--- src/rtl/dtg_pkg.sv ---
package dtg_pkg;
    parameter int unsigned HW       = 12;
    parameter int unsigned VW       = 11;
    parameter int unsigned MARK_LEN = 4;

    typedef logic [HW-1:0] hpos_t;
    typedef logic [HW:0]   hext_t;
    typedef logic [VW-1:0] vpos_t;

    typedef enum logic [1:0] {
        ST_OFF = 2'd0,
        ST_F1  = 2'd1,
        ST_F2  = 2'd2
    } field_st_e;

    typedef struct packed {
        logic  interlace;
        hpos_t h_total;
        vpos_t v_total;
        vpos_t f1_last;
        hpos_t hs_start;
        hpos_t hs_width;
        hpos_t mark_pos;
        hpos_t hact_first;
        hpos_t hact_end;
        vpos_t act1_first;
        vpos_t act1_end;
        vpos_t act2_first;
        vpos_t act2_end;
    } dtg_cfg_t;
endpackage

--- src/rtl/dtg_shadow.sv ---
module dtg_shadow
    import dtg_pkg::*;
(
    input  logic     clk,
    input  logic     rst_n,
    input  logic     load_i,
    input  dtg_cfg_t cfg_d_i,
    output dtg_cfg_t cfg_q_o
);
    dtg_cfg_t cfg_q;

    always_ff @(posedge clk or negedge rst_n) begin
        if (!rst_n) begin
            cfg_q <= '0;
        end else if (load_i) begin
            cfg_q <= cfg_d_i;
        end
    end

    assign cfg_q_o = cfg_q;

    // Between loads the shadow set must not move
    assert_shadow_hold_R10: assert property (@(posedge clk) disable iff (!rst_n)
        !load_i |=> $stable(cfg_q));
endmodule

--- src/rtl/dtg_scan.sv ---
module dtg_scan
    import dtg_pkg::*;
(
    input  logic      clk,
    input  logic      rst_n,
    input  logic      en_i,
    input  dtg_cfg_t  cfg_i,
    output hpos_t     h_o,
    output vpos_t     v_o,
    output field_st_e state_o,
    output logic      fid_o,
    output logic      frame_end_o
);
    localparam hpos_t H_ONE = hpos_t'(1);
    localparam vpos_t V_ONE = vpos_t'(1);

    field_st_e st_q, st_d;
    hpos_t     h_q, h_d;
    vpos_t     v_q, v_d;
    logic      fid_q, fid_d;
    logic      h_last, v_last, frame_end, split;

    always_comb begin
        h_last    = (h_q == cfg_i.h_total - H_ONE);
        v_last    = (v_q == cfg_i.v_total - V_ONE);
        frame_end = h_last && v_last;
        split     = cfg_i.interlace && h_last && (v_q == cfg_i.f1_last);
    end

    // Field state transitions: START, SPLIT, WRAP, STOP
    always_comb begin
        st_d = st_q;
        if (!en_i) begin
            st_d = ST_OFF;                          // STOP
        end else begin
            unique case (st_q)
                ST_OFF: st_d = ST_F1;               // START
                ST_F1: begin
                    if (frame_end)  st_d = ST_F1;   // WRAP
                    else if (split) st_d = ST_F2;   // SPLIT
                    else            st_d = ST_F1;
                end
                ST_F2: begin
                    if (frame_end)  st_d = ST_F1;   // WRAP
                    else            st_d = ST_F2;
                end
                default: st_d = ST_OFF;
            endcase
        end
    end

    // Position and field-ID next values
    always_comb begin
        if (!en_i) begin
            h_d   = '0;
            v_d   = '0;
            fid_d = 1'b0;
        end else begin
            h_d   = h_last ? '0 : h_q + H_ONE;
            v_d   = h_last ? (v_last ? '0 : v_q + V_ONE) : v_q;
            fid_d = fid_q;
            if (st_q != ST_OFF) begin
                if (frame_end || (st_q == ST_F1 && split)) begin
                    fid_d = ~fid_q;
                end
            end
        end
    end

    always_ff @(posedge clk or negedge rst_n) begin
        if (!rst_n) begin
            st_q  <= ST_OFF;
            h_q   <= '0;
            v_q   <= '0;
            fid_q <= 1'b0;
        end else begin
            st_q  <= st_d;
            h_q   <= h_d;
            v_q   <= v_d;
            fid_q <= fid_d;
        end
    end

    assign h_o         = h_q;
    assign v_o         = v_q;
    assign state_o     = st_q;
    assign fid_o       = fid_q;
    assign frame_end_o = frame_end;

    assert_hpos_range_R3: assert property (@(posedge clk) disable iff (!rst_n)
        (cfg_i.h_total >= hpos_t'(2)) |-> (h_q < cfg_i.h_total));
    assert_vpos_range_R3: assert property (@(posedge clk) disable iff (!rst_n)
        (cfg_i.v_total >= vpos_t'(2)) |-> (v_q < cfg_i.v_total));
    assert_f2_needs_interlace_R4: assert property (@(posedge clk) disable iff (!rst_n)
        (st_q == ST_F2) |-> cfg_i.interlace);
    assert_fid_flip_on_split_R4: assert property (@(posedge clk) disable iff (!rst_n)
        ($past(st_q) == ST_F1 && st_q == ST_F2) |-> (fid_q != $past(fid_q)));
    assert_off_at_origin_R2: assert property (@(posedge clk) disable iff (!rst_n)
        (st_q == ST_OFF) |-> (h_q == '0 && v_q == '0 && !fid_q));
endmodule

--- src/rtl/dtg_decode.sv ---
module dtg_decode
    import dtg_pkg::*;
(
    input  logic      clk,
    input  logic      rst_n,
    input  logic      en_i,
    input  dtg_cfg_t  cfg_i,
    input  hpos_t     h_i,
    input  vpos_t     v_i,
    input  field_st_e state_i,
    input  logic      fid_i,
    output logic      fid_o,
    output logic      vsync_o,
    output logic      vblank_o,
    output logic      hsync_o,
    output logic      hmark_o,
    output logic      actvid_o
);
    localparam vpos_t V_ONE  = vpos_t'(1);
    localparam hext_t MARK_W = hext_t'(MARK_LEN);

    logic in_f2, vs_c, win_c, hs_c, mark_c, act_c;

    always_comb begin
        in_f2 = (state_i == ST_F2);
        vs_c  = (v_i == '0) || (in_f2 && (v_i == cfg_i.f1_last + V_ONE));
        win_c = in_f2 ? ((v_i >= cfg_i.act2_first) && (v_i < cfg_i.act2_end))
                      : ((v_i >= cfg_i.act1_first) && (v_i < cfg_i.act1_end));
        hs_c  = (h_i >= cfg_i.hs_start) &&
                ({1'b0, h_i} < ({1'b0, cfg_i.hs_start} + {1'b0, cfg_i.hs_width}));
        act_c = win_c && (h_i >= cfg_i.hact_first) && (h_i < cfg_i.hact_end);
    end

    generate
        if (MARK_LEN == 1) begin : g_mark_one
            assign mark_c = (h_i == cfg_i.mark_pos);
        end else begin : g_mark_span
            assign mark_c = (h_i >= cfg_i.mark_pos) &&
                            ({1'b0, h_i} < ({1'b0, cfg_i.mark_pos} + MARK_W));
        end
    endgenerate

    always_ff @(posedge clk or negedge rst_n) begin
        if (!rst_n) begin
            fid_o    <= 1'b0;
            vsync_o  <= 1'b0;
            vblank_o <= 1'b0;
            hsync_o  <= 1'b0;
            hmark_o  <= 1'b0;
            actvid_o <= 1'b0;
        end else if (!en_i) begin
            fid_o    <= 1'b0;
            vsync_o  <= 1'b0;
            vblank_o <= 1'b0;
            hsync_o  <= 1'b0;
            hmark_o  <= 1'b0;
            actvid_o <= 1'b0;
        end else begin
            fid_o    <= fid_i;
            vsync_o  <= vs_c;
            vblank_o <= ~win_c;
            hsync_o  <= hs_c;
            hmark_o  <= mark_c;
            actvid_o <= act_c;
        end
    end

    assert_quiet_when_off_R2: assert property (@(posedge clk) disable iff (!rst_n)
        !en_i |=> !(fid_o || vsync_o || vblank_o || hsync_o || hmark_o || actvid_o));

    generate
        if (MARK_LEN > 1) begin : g_mark_chk
            assert_mark_width_R8: assert property (@(posedge clk) disable iff (!rst_n)
                ($rose(hmark_o) && en_i) |=> hmark_o);
        end
    endgenerate
endmodule

--- src/rtl/dtg_top.sv ---
module dtg_top
    import dtg_pkg::*;
(
    input  logic          clk,
    input  logic          rst_n,
    input  logic          en,
    input  logic          cfg_interlace,
    input  logic [HW-1:0] cfg_h_total,
    input  logic [VW-1:0] cfg_v_total,
    input  logic [VW-1:0] cfg_f1_last,
    input  logic [HW-1:0] cfg_hs_start,
    input  logic [HW-1:0] cfg_hs_width,
    input  logic [HW-1:0] cfg_mark_pos,
    input  logic [HW-1:0] cfg_hact_first,
    input  logic [HW-1:0] cfg_hact_end,
    input  logic [VW-1:0] cfg_act1_first,
    input  logic [VW-1:0] cfg_act1_end,
    input  logic [VW-1:0] cfg_act2_first,
    input  logic [VW-1:0] cfg_act2_end,
    output logic          fid_o,
    output logic          vsync_o,
    output logic          vblank_o,
    output logic          hsync_o,
    output logic          hmark_o,
    output logic          actvid_o
);
    dtg_cfg_t  cfg_raw, cfg_sh;
    hpos_t     h_pos;
    vpos_t     v_pos;
    field_st_e fstate;
    logic      fid_pos, frame_end, load;

    always_comb begin
        cfg_raw.interlace  = cfg_interlace;
        cfg_raw.h_total    = cfg_h_total;
        cfg_raw.v_total    = cfg_v_total;
        cfg_raw.f1_last    = cfg_f1_last;
        cfg_raw.hs_start   = cfg_hs_start;
        cfg_raw.hs_width   = cfg_hs_width;
        cfg_raw.mark_pos   = cfg_mark_pos;
        cfg_raw.hact_first = cfg_hact_first;
        cfg_raw.hact_end   = cfg_hact_end;
        cfg_raw.act1_first = cfg_act1_first;
        cfg_raw.act1_end   = cfg_act1_end;
        cfg_raw.act2_first = cfg_act2_first;
        cfg_raw.act2_end   = cfg_act2_end;
        load = !en || frame_end;
    end

    dtg_shadow u_shadow (
        .clk     (clk),
        .rst_n   (rst_n),
        .load_i  (load),
        .cfg_d_i (cfg_raw),
        .cfg_q_o (cfg_sh)
    );

    dtg_scan u_scan (
        .clk         (clk),
        .rst_n       (rst_n),
        .en_i        (en),
        .cfg_i       (cfg_sh),
        .h_o         (h_pos),
        .v_o         (v_pos),
        .state_o     (fstate),
        .fid_o       (fid_pos),
        .frame_end_o (frame_end)
    );

    dtg_decode u_decode (
        .clk      (clk),
        .rst_n    (rst_n),
        .en_i     (en),
        .cfg_i    (cfg_sh),
        .h_i      (h_pos),
        .v_i      (v_pos),
        .state_i  (fstate),
        .fid_i    (fid_pos),
        .fid_o    (fid_o),
        .vsync_o  (vsync_o),
        .vblank_o (vblank_o),
        .hsync_o  (hsync_o),
        .hmark_o  (hmark_o),
        .actvid_o (actvid_o)
    );

    assert_reset_quiet_R1: assert property (@(posedge clk) disable iff (!rst_n)
        $rose(rst_n) |-> !(vsync_o || hsync_o || actvid_o));
    assert_vs_at_field_start_R5: assert property (@(posedge clk) disable iff (!rst_n)
        ($past(fstate) == ST_F1 && fstate == ST_F2 && en) |=> vsync_o);
endmodule

--- config.mk ---
export PLATFORM = sky130hd
export DESIGN_NAME = dtg_top
export DESIGN_NICKNAME = d
export VERILOG_FILES = /design/src/rtl/dtg_pkg.sv /design/src/rtl/dtg_shadow.sv /design/src/rtl/dtg_scan.sv /design/src/rtl/dtg_decode.sv /design/src/rtl/dtg_top.sv
export SDC_FILE = /design/constraint.sdc
export NUM_CORES = 1
export LEC_CHECK = 0
export ABC_AREA = 1
export BUFFER_PORTS_ARGS = -buffer_cell sky130_fd_sc_hd__buf_4
export CORE_MARGIN = 2
export CORE_UTILIZATION = 25
export DETAILED_ROUTE_END_ITERATION = 8
export HOLD_SLACK_MARGIN = 0.1
export PLACE_DENSITY = 0.52
export SYNTH_ARGS = -nofsm -noshare
export SYNTH_HDL_FRONTEND = slang
export SYNTH_SLANG_ARGS = --single-unit
--- constraint.sdc ---
create_clock -name clk -period 3.73 [get_ports clk]
set_clock_uncertainty 0.15 [all_clocks]
set_input_delay 0 -clock clk [delete_from_list [all_inputs] [get_ports clk]]
set_output_delay 0 -clock clk [all_outputs]
set_load 0.05 [all_outputs]
==> results of run 1 <==
[layer usage]
layer	global-route usage (%)	share of wire [%]	vias up
li1	-	-	5271
met4	3.62	1.3	0
met3	2.28	3.7	27
met5	0	0	-
met2	22.8	45	179
met1	20.2	50	4802
[Yosys cell counts (4+ instances only)]
cell      instances
nand2_1         285
nor2_1          176
dfrtp_1         171
inv_1           163
ha_1            129
a21oi_2         100
nand3_1         100
a21oi_1          66
xor2_1           32
o21ai_0          28
nand4_1          25
xnor2_1          22
buf_6            21
nor3_1           18
clkbuf_1         14
nor2_2           14
a211oi_1          8
buf_2             8
nor4_1            8
nand3b_1          7
o21bai_1          6
inv_2             5
nand3_2           4
[cells by family after synthesis]
family | share of synthesized area (%)
DFF | 36.6
xor gates and xnor gates | 4.05
and+or+nand+nor | 24.0
adders and majority gates | 14.0
buffers and inverters | 8.25
AOI/OAI and AO/OA | 13.1
[state kept, by name, summed over array words and instances, names as in the netlist]
| name | count |
|---|---|
| u_shadow.cfg_q_o | 139 |
| u_scan.fid_o | 1 |
| u_scan.state_o | 2 |
| u_decode.vsync_o | 1 |
| u_scan.h_o | 12 |
| u_decode.actvid_o | 1 |
| u_decode.fid_o | 1 |
| u_scan.v_o | 11 |
| u_decode.hsync_o | 1 |
| u_decode.hmark_o | 1 |
| u_decode.vblank_o | 1 |
[where the power goes]
part	switching [mW]	internal, mW	leakage (nW)	total [mW]
clock	0.824	1.14	0.288	1.97
combinational	0.763	0.612	5.45	1.38
sequential	0.130	2.05	2.01	2.18
total	1.72	3.81	7.75	5.52
[per-stage QoR]
stage / util, % / power, mW / area, um2 / setup WS (ns) / hold WS (ns)
floorplan: - / 3.08 / 11700 / 1.05 / -0.446
global placement: 29.0 / 3.46 / 13400 / 0.798 / 0.0561
detailed placement: 29.0 / 3.49 / 13400 / 0.720 / 0.0635
CTS: 33.4 / 5.61 / 15500 / 0.699 / 0.141
global route: 33.4 / 5.88 / 15500 / 0.376 / 0.172
finish: 33.4 / 5.52 / 15500 / 0.716 / 0.0793
[layout make-up]
cell class,count,area share [%]
Sequential cell,171,27.7
Clock inverter,13,1.24
Timing Repair Buffer,308,17.6
Inverter,168,4.08
Clock buffer,19,2.86
Tap cell,607,4.91
Multi-Input combinational cell,1051,41.7
[critical path, stage by stage, from the launching register on]
cell     delay (ns)
dfrtp_1        0.39
inv_1          0.13
ha_1           0.23
inv_1          0.08
nor2_2         0.11
nand3_2        0.13
nor2_1         0.11
nand2_1        0.05
nand2_1        0.08
nand2_1        0.05
nor2_1         0.11
nand3_2        0.13
nand2_4        0.11
buf_4          0.59
inv_1          0.25
o21ai_0        0.23
[worst paths after layout]
check	startpoint	endpoint	slack (ns)	cells after the start
setup / recovery	u_shadow.cfg_q_o[127]	u_scan.v_o[9]	0.72	15
hold / removal	rst_n	u_decode.actvid_o	0.08	2
setup reg to reg	u_shadow.cfg_q_o[127]	u_scan.v_o[9]	0.72	15
hold reg to reg	u_shadow.cfg_q_o[87]	u_shadow.cfg_q_o[87]	0.33	2
max in group asynchronous	rst_n	u_shadow.cfg_q_o[114]	2.30	3
min in group clk	cfg_hs_width[6]	u_shadow.cfg_q_o[86]	0.18	4
==> flow_summary.ini, run 1 <==
[outcome]
outcome = completed

[clock_network]
cts_tree = built
cts_root_buf = clkbuf_16
post_cts_buffers = 0
clk_pin_slew_ns = 0.08
ctsResizeCount = 0
insertion_delay_ns = 0.45
cts_max_path_buffers = 2
h-tree-depth = 4
numCtsBuffers = 17
clock-sinks = 171
hold_buffers = 141

[drt]
first_iter_violations = 527
drt-vias-per-instance = 4.40
drt_pass1_iterations = 5
drc_errors = 0
ant_nets = 0
vias = 10279
wl_mm = 34.2
wl_per_cell_um = 14.6

[cells_and_area]
finalNonFillerCells = 2337
multi_input_area_mm2 = 0.00645
final_cell_mix = nand2_1, nor2_1, dfrtp_1
diodes = 0
seq_area_mm2 = 0.00428
layout_commonest_cell = nand2_1
drive_above_1_share_pct = 19.0
syn2layout_area_growth_pct = 32.4
n_fill_cell = 4820
nets = 1989

[floorplanning]
io_pins = 148
die_w_um = 220
core_region_area_mm2 = 0.0464
dieArea_mm2 = 0.0485
rows = 79
initial_core_util_pct = 25.2
dieHeight_um = 220

[logic_synthesis]
syn_inst = 1434
synth-main-ff-cell = dfrtp_1
synth_warnings = 0
ys_ff_latch = 171
syn-num-nets = 1706
ys_types = 38
postSynthAreaPerCell_um2 = 8.15
yosys.area.top_type = dfrtp_1
synth_edf_count = 0
synth_area_leaders = dfrtp_1, ha_1, nand2_1
async_reset_ff_share_pct = 100
synth.cell_area_mm2 = 0.0117
seq_area_frac_synth_pct = 36.6
yosysTopAreaCellShare_pct = 36.6

[global_routing]
grt_max_degree = 103
first_global_vias = 10068
grt_pass1_wl_mm = 53.8
antenna_found_initial = 0
overflow = 0
grt_util_all_layers_pct = 14.3

[power]
peakVddDrop_uv = 246
p_leak_nw = 7.75
p_per_area_mw_per_mm2 = 357

[sta]
post-route-period-util_pct = 80.8
maxSlewViolCount = 0
max_clock_freq_ghz = 0.332
worstMarginPinSlew_ns = 1.05
rsz0062_at_grt = no
setup_tns_ns = 0
setup-violations-final = 0
min_period_ns = 3.01
hold_viol = 0
slew_headroom_pct = 29.9

[setup_path]
start_kind = flop
end_kind = flop
worstPathArrival_ns = 3.23
crit_type = reg -> reg
worstPathMaxFanout = 63
worstPathRequired_ns = 3.95

[placed_design]
dp.cells = 2164
globalplace.congestion = 0.805
io_buffer_count = 147
dpl.hpwl_mm = 25.0

[hold_path]
hold_class = in -> async

[job]
maxCapViolations = 0
No activity file was read; power rests on OpenSTA's default activity.
==> run 2: changes to the inputs <==
--- a/config.mk
+++ b/config.mk
@@ -11,7 +11,7 @@
 export CORE_UTILIZATION = 25
 export DETAILED_ROUTE_END_ITERATION = 8
 export HOLD_SLACK_MARGIN = 0.1
-export PLACE_DENSITY = 0.52
+export PLACE_DENSITY = 0.53
 export SYNTH_ARGS = -nofsm -noshare
 export SYNTH_HDL_FRONTEND = slang
 export SYNTH_SLANG_ARGS = --single-unit
==> constraint.sdc (replaced) <==
create_clock -name clk -period 2.71 [get_ports clk]
set_clock_uncertainty 0.15 [all_clocks]
set_input_delay 0 -clock clk [delete_from_list [all_inputs] [get_ports clk]]
set_output_delay 0 -clock clk [all_outputs]
set_load 0.05 [all_outputs]
==> run 2 against run 1 <==
Compared with the run above:
- the flow now finishes with violations (negative setup slack)
- total power grew 38%
- critical path depth grew 3
- non-clock buffer count grew 40
- register-to-register slack lost 0.74 ns
- die area is the same
- final area grew 3.0%
- maximum frequency grew 10%
- combinational power grew 47%
- worst setup slack lost 0.74 ns
- clock power grew 31%
- count of clock-buffer cells in the layout shrank 1
- largest cell class unchanged
==> flow_summary.ini, run 2 (synthesized netlist as in run 1, its figures left out) <==
[sta]
post-route-period-util_pct = 101
min_period_ns = 2.74
slew_headroom_pct = 55.7
maxSlewViolCount = 0
worst_slack_ns = -0.0260
max_clock_freq_ghz = 0.366
hold_viol = 0
setup_tns_ns = -0.0260
rsz0062_at_grt = yes
worstMarginPinSlew_ns = 0.664
setup-violations-final = 1

[setup_path]
worstPathRequired_ns = 2.97
crit_type = reg -> reg
crit_chain = ha_2 -> fa_2 -> nand3_2 -> nand2_2 -> nand2_2 -> a21oi_2 -> nor2_2 -> xor2_1 -> ha_1 -> a21oi_2 -> nor2_1 -> a211oi_2 -> o21ai_1 -> nand3_1 -> nand2_1 -> nand2_1 -> nand2_1 -> a21oi_2
critPathSlowestCell = dfrtp_1
worstPathMaxFanout = 2
slowest_delay_ns = 0.39
end_kind = flop
critical_path.top_delay_family = adder cells
path_buf_inv = 0
start_kind = flop
worstPathArrival_ns = 3.00

[outcome]
violations = negative setup slack
outcome = complete, but fails checks

[cells_and_area]
n_fill_cell = 4783
syn2layout_area_growth_pct = 36.4
design_area_mm2 = 0.0159
nets = 2030
diodes = 0
layout_commonest_cell = nand2_1
drive_above_1_share_pct = 22.0
largest_register_ffs = 139
final_cell_mix = nand2_1, buf_4, dfrtp_1

[power]
p_switching_mw = 2.42
combPwrFrac_pct = 26.7
p_int_mw = 5.20
peakVddDrop_uv = 367
sw_frac_of_total_pct = 31.7
pwr-share-clk_pct = 34.1
p_leak_nw = 7.99
seqPwrFrac_pct = 39.2
p_per_area_mw_per_mm2 = 478

[drt]
wl_per_cell_um = 14.8
drc_errors = 0
vias = 10533
drt_pass1_iterations = 6
wl_mm = 35.1
drt-vias-per-instance = 4.43
first_iter_violations = 531
ant_nets = 0

[floorplanning]
rows = 79
dieHeight_um = 220
die_w_um = 220
dieArea_mm2 = 0.0485
io_pins = 148
core_region_area_mm2 = 0.0464
initial_core_util_pct = 25.2

[clock_network]
cts_tree = built
h-tree-depth = 4
cts_max_path_buffers = 2
insertion_delay_ns = 0.49
cts_root_buf = clkbuf_16
clk_pin_slew_ns = 0.07
clock-sinks = 171
numCtsBuffers = 17

[global_routing]
first_global_vias = 10292
overflow = 0
grt_util_all_layers_pct = 14.6
grt_max_degree = 66
grt_pass1_wl_mm = 54.6
antenna_found_initial = 0

[placed_design]
postPlaceCellArea_mm2 = 0.0137
io_buffer_count = 147
globalplace.congestion = 0.840
dpl.hpwl_mm = 25.7

[job]
maxCapViolations = 0

[hold_path]
hold_class = in -> reg
[run 2: routing by layer]
layer  vias to the layer above  global-route usage, %  wire [um]
met2                       168                   22.9      15800
met3                        29                   2.96       1250
met4                         0                   3.56        437
met1                      4980                   20.5      17700
li1                       5356                      -          -
met5                         -                      0          0
[run 2: area by class of cell]
| cell class | count | area (um2) | share of cell area [%] |
|---|---|---|---|
| clock buffer | 18 | 429 | 2.69 |
| clock inverter | 13 | 164 | 1.03 |
| inverter | 168 | 631 | 3.96 |
| multi-input combinational | 1052 | 6550 | 41.1 |
| sequential | 171 | 4280 | 26.8 |
| tap | 607 | 759 | 4.76 |
| timing repair buffer | 348 | 3130 | 19.6 |
[run 2: power by group through the flow]
| stage | clock, mW | combinational (mW) | sequential [mW] |
|---|---|---|---|
| floorplan | 0 | 1.23 | 3.01 |
| finish | 2.59 | 2.03 | 2.99 |
| detailed placement | 0 | 1.80 | 3.04 |
| CTS | 2.69 | 2.00 | 2.99 |
| global route | 2.79 | 2.32 | 3.02 |
| global placement | 0 | 1.77 | 3.03 |
[run 2: final timing paths]
check | from | end | slack [ns] | cells after the start
max | u_shadow.cfg_q_o[92] | u_decode.hsync_o | -0.03 | 18
min | cfg_act2_first[4] | u_shadow.cfg_q_o[15] | 0.14 | 4
max reg2reg | u_shadow.cfg_q_o[92] | u_decode.hsync_o | -0.03 | 18
min reg2reg | u_shadow.cfg_q_o[44] | u_shadow.cfg_q_o[44] | 0.33 | 2
max in group asynchronous | rst_n | u_shadow.cfg_q_o[109] | 1.07 | 4
min in group asynchronous | rst_n | u_decode.actvid_o | 0.48 | 3
[run 2: what timing repair did]
action | 4_1_cts | 5_1_grt
hold buffers | 142 | 0
pin swaps | 4 | 5
endpoints found under the hold margin | 333 | 0
buffers inserted | 1 | 4
gates cloned | 0 | 4
setup endpoints to repair | 3 | 153
gates resized for setup | 9 | 24
[run 2: through the flow]
| step | instances | hold slack [ns] | setup slack, ns | total power [mW] | utilization [%] |
|---|---|---|---|---|---|
| floorplan | 1434 | -0.446 | 0.0340 | 4.24 | - |
| global placement | 2195 | -0.0900 | -0.174 | 4.80 | 29.5 |
| detailed placement | 2195 | -0.0837 | -0.161 | 4.84 | 29.5 |
| CTS | 2369 | 0.118 | -0.0598 | 7.68 | 33.9 |
| global route | 2377 | 0.140 | -0.290 | 8.13 | 34.4 |
| finish | 2377 | 0.141 | -0.0260 | 7.62 | 34.4 |
[run 2: worst min-delay path: stages]
cell           delay, ns
dlygate4sd3_1       0.52
buf_4               0.10
nor2_1              0.04
a21oi_2             0.08
==> run 3: changes to the inputs <==
--- a/config.mk
+++ b/config.mk
@@ -12,6 +12,7 @@
 export DETAILED_ROUTE_END_ITERATION = 8
 export HOLD_SLACK_MARGIN = 0.1
 export PLACE_DENSITY = 0.53
+export RECOVER_POWER = 100
 export SYNTH_ARGS = -nofsm -noshare
 export SYNTH_HDL_FRONTEND = slang
 export SYNTH_SLANG_ARGS = --single-unit
==> run 3 against run 2 <==
Compared with the run above:
- the run ends with max-capacitance violations, max-slew violations, negative setup slack left
- non-clock buffer count unchanged
- register-to-register slack barely moved
- count of clock-buffer cells in the layout unchanged
- global-route usage stayed put
- die area unchanged
- critical path depth fell by 1
- routed wire length rose by 0.14%
- final area fell by 0.42%
- worst setup slack got worse by 0.0082 ns
- maximum frequency fell by 0.30%
- sequential power hardly changed
- total power barely moved
==> flow_summary.ini, run 3 (synthesized netlist as in run 1, its figures left out) <==
[hold_path]
hold_class = in -> reg
hold-path-endpoint = u_shadow.cfg_q_o[15]
hp-start = cfg_act2_first[4]
hold_path_depth = 4

[drt]
first_iter_violations = 557
wl_mm = 35.2
drt-vias-per-instance = 4.45
drt_pass1_iterations = 8
ant_nets = 0
vias = 10574
wl_per_cell_um = 14.8
drc_errors = 0

[setup_path]
r2r_setup_slack_ns = -0.03
rr_startpoint = u_shadow.cfg_q_o[126]
r2r-end = u_shadow.cfg_q_o[56]
worstPathRequired_ns = 2.93
crit_type = reg -> reg
end_kind = flop
worstPathMaxFanout = 15
start_kind = flop
worstPathArrival_ns = 2.97
reg2reg_depth = 17

[global_routing]
antenna_found_initial = 0
grt_pass1_wl_mm = 54.6
overflow = 0
grt_max_degree = 66
first_global_vias = 10292
grt_util_all_layers_pct = 14.6

[cells_and_area]
drive_above_1_share_pct = 21.4
syn2layout_area_growth_pct = 35.8
layout_commonest_cell = nand2_1
diodes = 0
finalNonFillerCells = 2377
multi_input_area_mm2 = 0.00653
largest_register_ffs = 139
final_cell_mix = nand2_1, buf_4, dfrtp_1
nets = 2030
design_area_mm2 = 0.0159
n_fill_cell = 4798
seq_area_mm2 = 0.00428

[sta]
max_clock_freq_ghz = 0.364
holdWs_ns = 0.142
maxSlewViolCount = 66
hold_viol = 0
rsz0062_at_grt = yes
worstMarginPinSlew_ns = 1.76
min_period_ns = 2.74
post-route-period-util_pct = 101
slew_headroom_pct = -17.6
worst_slack_ns = -0.0341
setup-violations-final = 21

[placed_design]
io_buffer_count = 147
dpl.hpwl_mm = 25.7
preCtsSetupSlack_ns = -0.161
postPlaceCellArea_mm2 = 0.0137
dp.cells = 2195
globalplace.congestion = 0.840

[clock_network]
cts_root_buf = clkbuf_16
numCtsBuffers = 17
cts_tree = built
clk_pin_slew_ns = 0.08
clock-sinks = 171
insertion_delay_ns = 0.48
h-tree-depth = 4
cts_max_path_buffers = 2

[power]
p_leak_nw = 7.95
p_per_area_mw_per_mm2 = 479
peakVddDrop_uv = 371

[outcome]
violations = max-capacitance violations, max-slew violations, negative setup slack
outcome = complete, but fails checks

[floorplanning]
die_w_um = 220
rows = 79
dieHeight_um = 220
initial_core_util_pct = 25.2
io_pins = 148
core_region_area_mm2 = 0.0464
dieArea_mm2 = 0.0485

[job]
maxCapViolations = 1
-- run 3: worst max path at each step --
stage / from / end / slack [ns] / cells after the start
detailed placement: u_shadow.cfg_q_o[80] / u_decode.hsync_o / -0.16 / 18
global route: u_shadow.cfg_q_o[92] / u_decode.hsync_o / -0.29 / 18
CTS: u_shadow.cfg_q_o[92] / u_decode.hsync_o / -0.06 / 18
floorplan: u_shadow.cfg_q_o[92] / u_decode.hsync_o / 0.03 / 18
finish: u_shadow.cfg_q_o[126] / u_shadow.cfg_q_o[56] / -0.03 / 17
global placement: u_shadow.cfg_q_o[80] / u_decode.hsync_o / -0.17 / 18
-- run 3: final cells by class --
class | count | share of cell area (%)
Clock buffer | 18 | 2.70
Inverter | 168 | 3.97
Tap cell | 607 | 4.78
Timing Repair Buffer | 348 | 19.4
Clock inverter | 13 | 1.03
Sequential cell | 171 | 27.0
Multi-Input combinational cell | 1052 | 41.1
-- run 3: worst max-delay path, stage by stage (launching register included) --
cell	delay, ns
dfrtp_1	0.39
inv_1	0.12
ha_1	0.24
inv_1	0.08
nor2_2	0.13
nand3_1	0.20
nor2_1	0.17
nand2_1	0.06
nand2_1	0.08
inv_1	0.05
nor2_2	0.10
nand3_2	0.10
nand2_4	0.15
nand2_8	0.13
buf_6	0.16
clkbuf_16	0.19
nand2_1	0.08
nand2_1	0.04
-- run 3: repair_timing --
item / CTS / global route
pin swaps: 4 / 5
gates resized for setup: 9 / 24
cloned: 0 / 4
setup buffers: 1 / 4
endpoints found under the hold margin: 333 / 0
hold buffers: 142 / 0
setup endpoints to repair: 3 / 153
-- run 3: per-layer routing --
layer,track usage (%),vias to the layer above,part of all wire [%]
met1,20.5,5025,50
li1,-,5344,-
met5,0,-,0
met2,22.9,173,45
met3,2.96,32,3.6
met4,3.56,0,1.4
-- run 3: power by group --
group,total (mW),switching (mW),internal (mW)
Clock,2.60,1.15,1.45
Sequential,2.99,0.167,2.82
Combinational,2.02,1.10,0.921
-- run 3: per-stage QoR --
stage | TNS, ns | utilization [%] | power, mW
after global routing | -30.81 | 34.2 | 8.12
after global placement | -0.174 | 29.5 | 4.80
after floorplan | 0 | - | 4.24
after CTS | -0.0598 | 33.9 | 7.68
after detailed placement | -0.161 | 29.5 | 4.84
final | -0.179 | 34.2 | 7.61
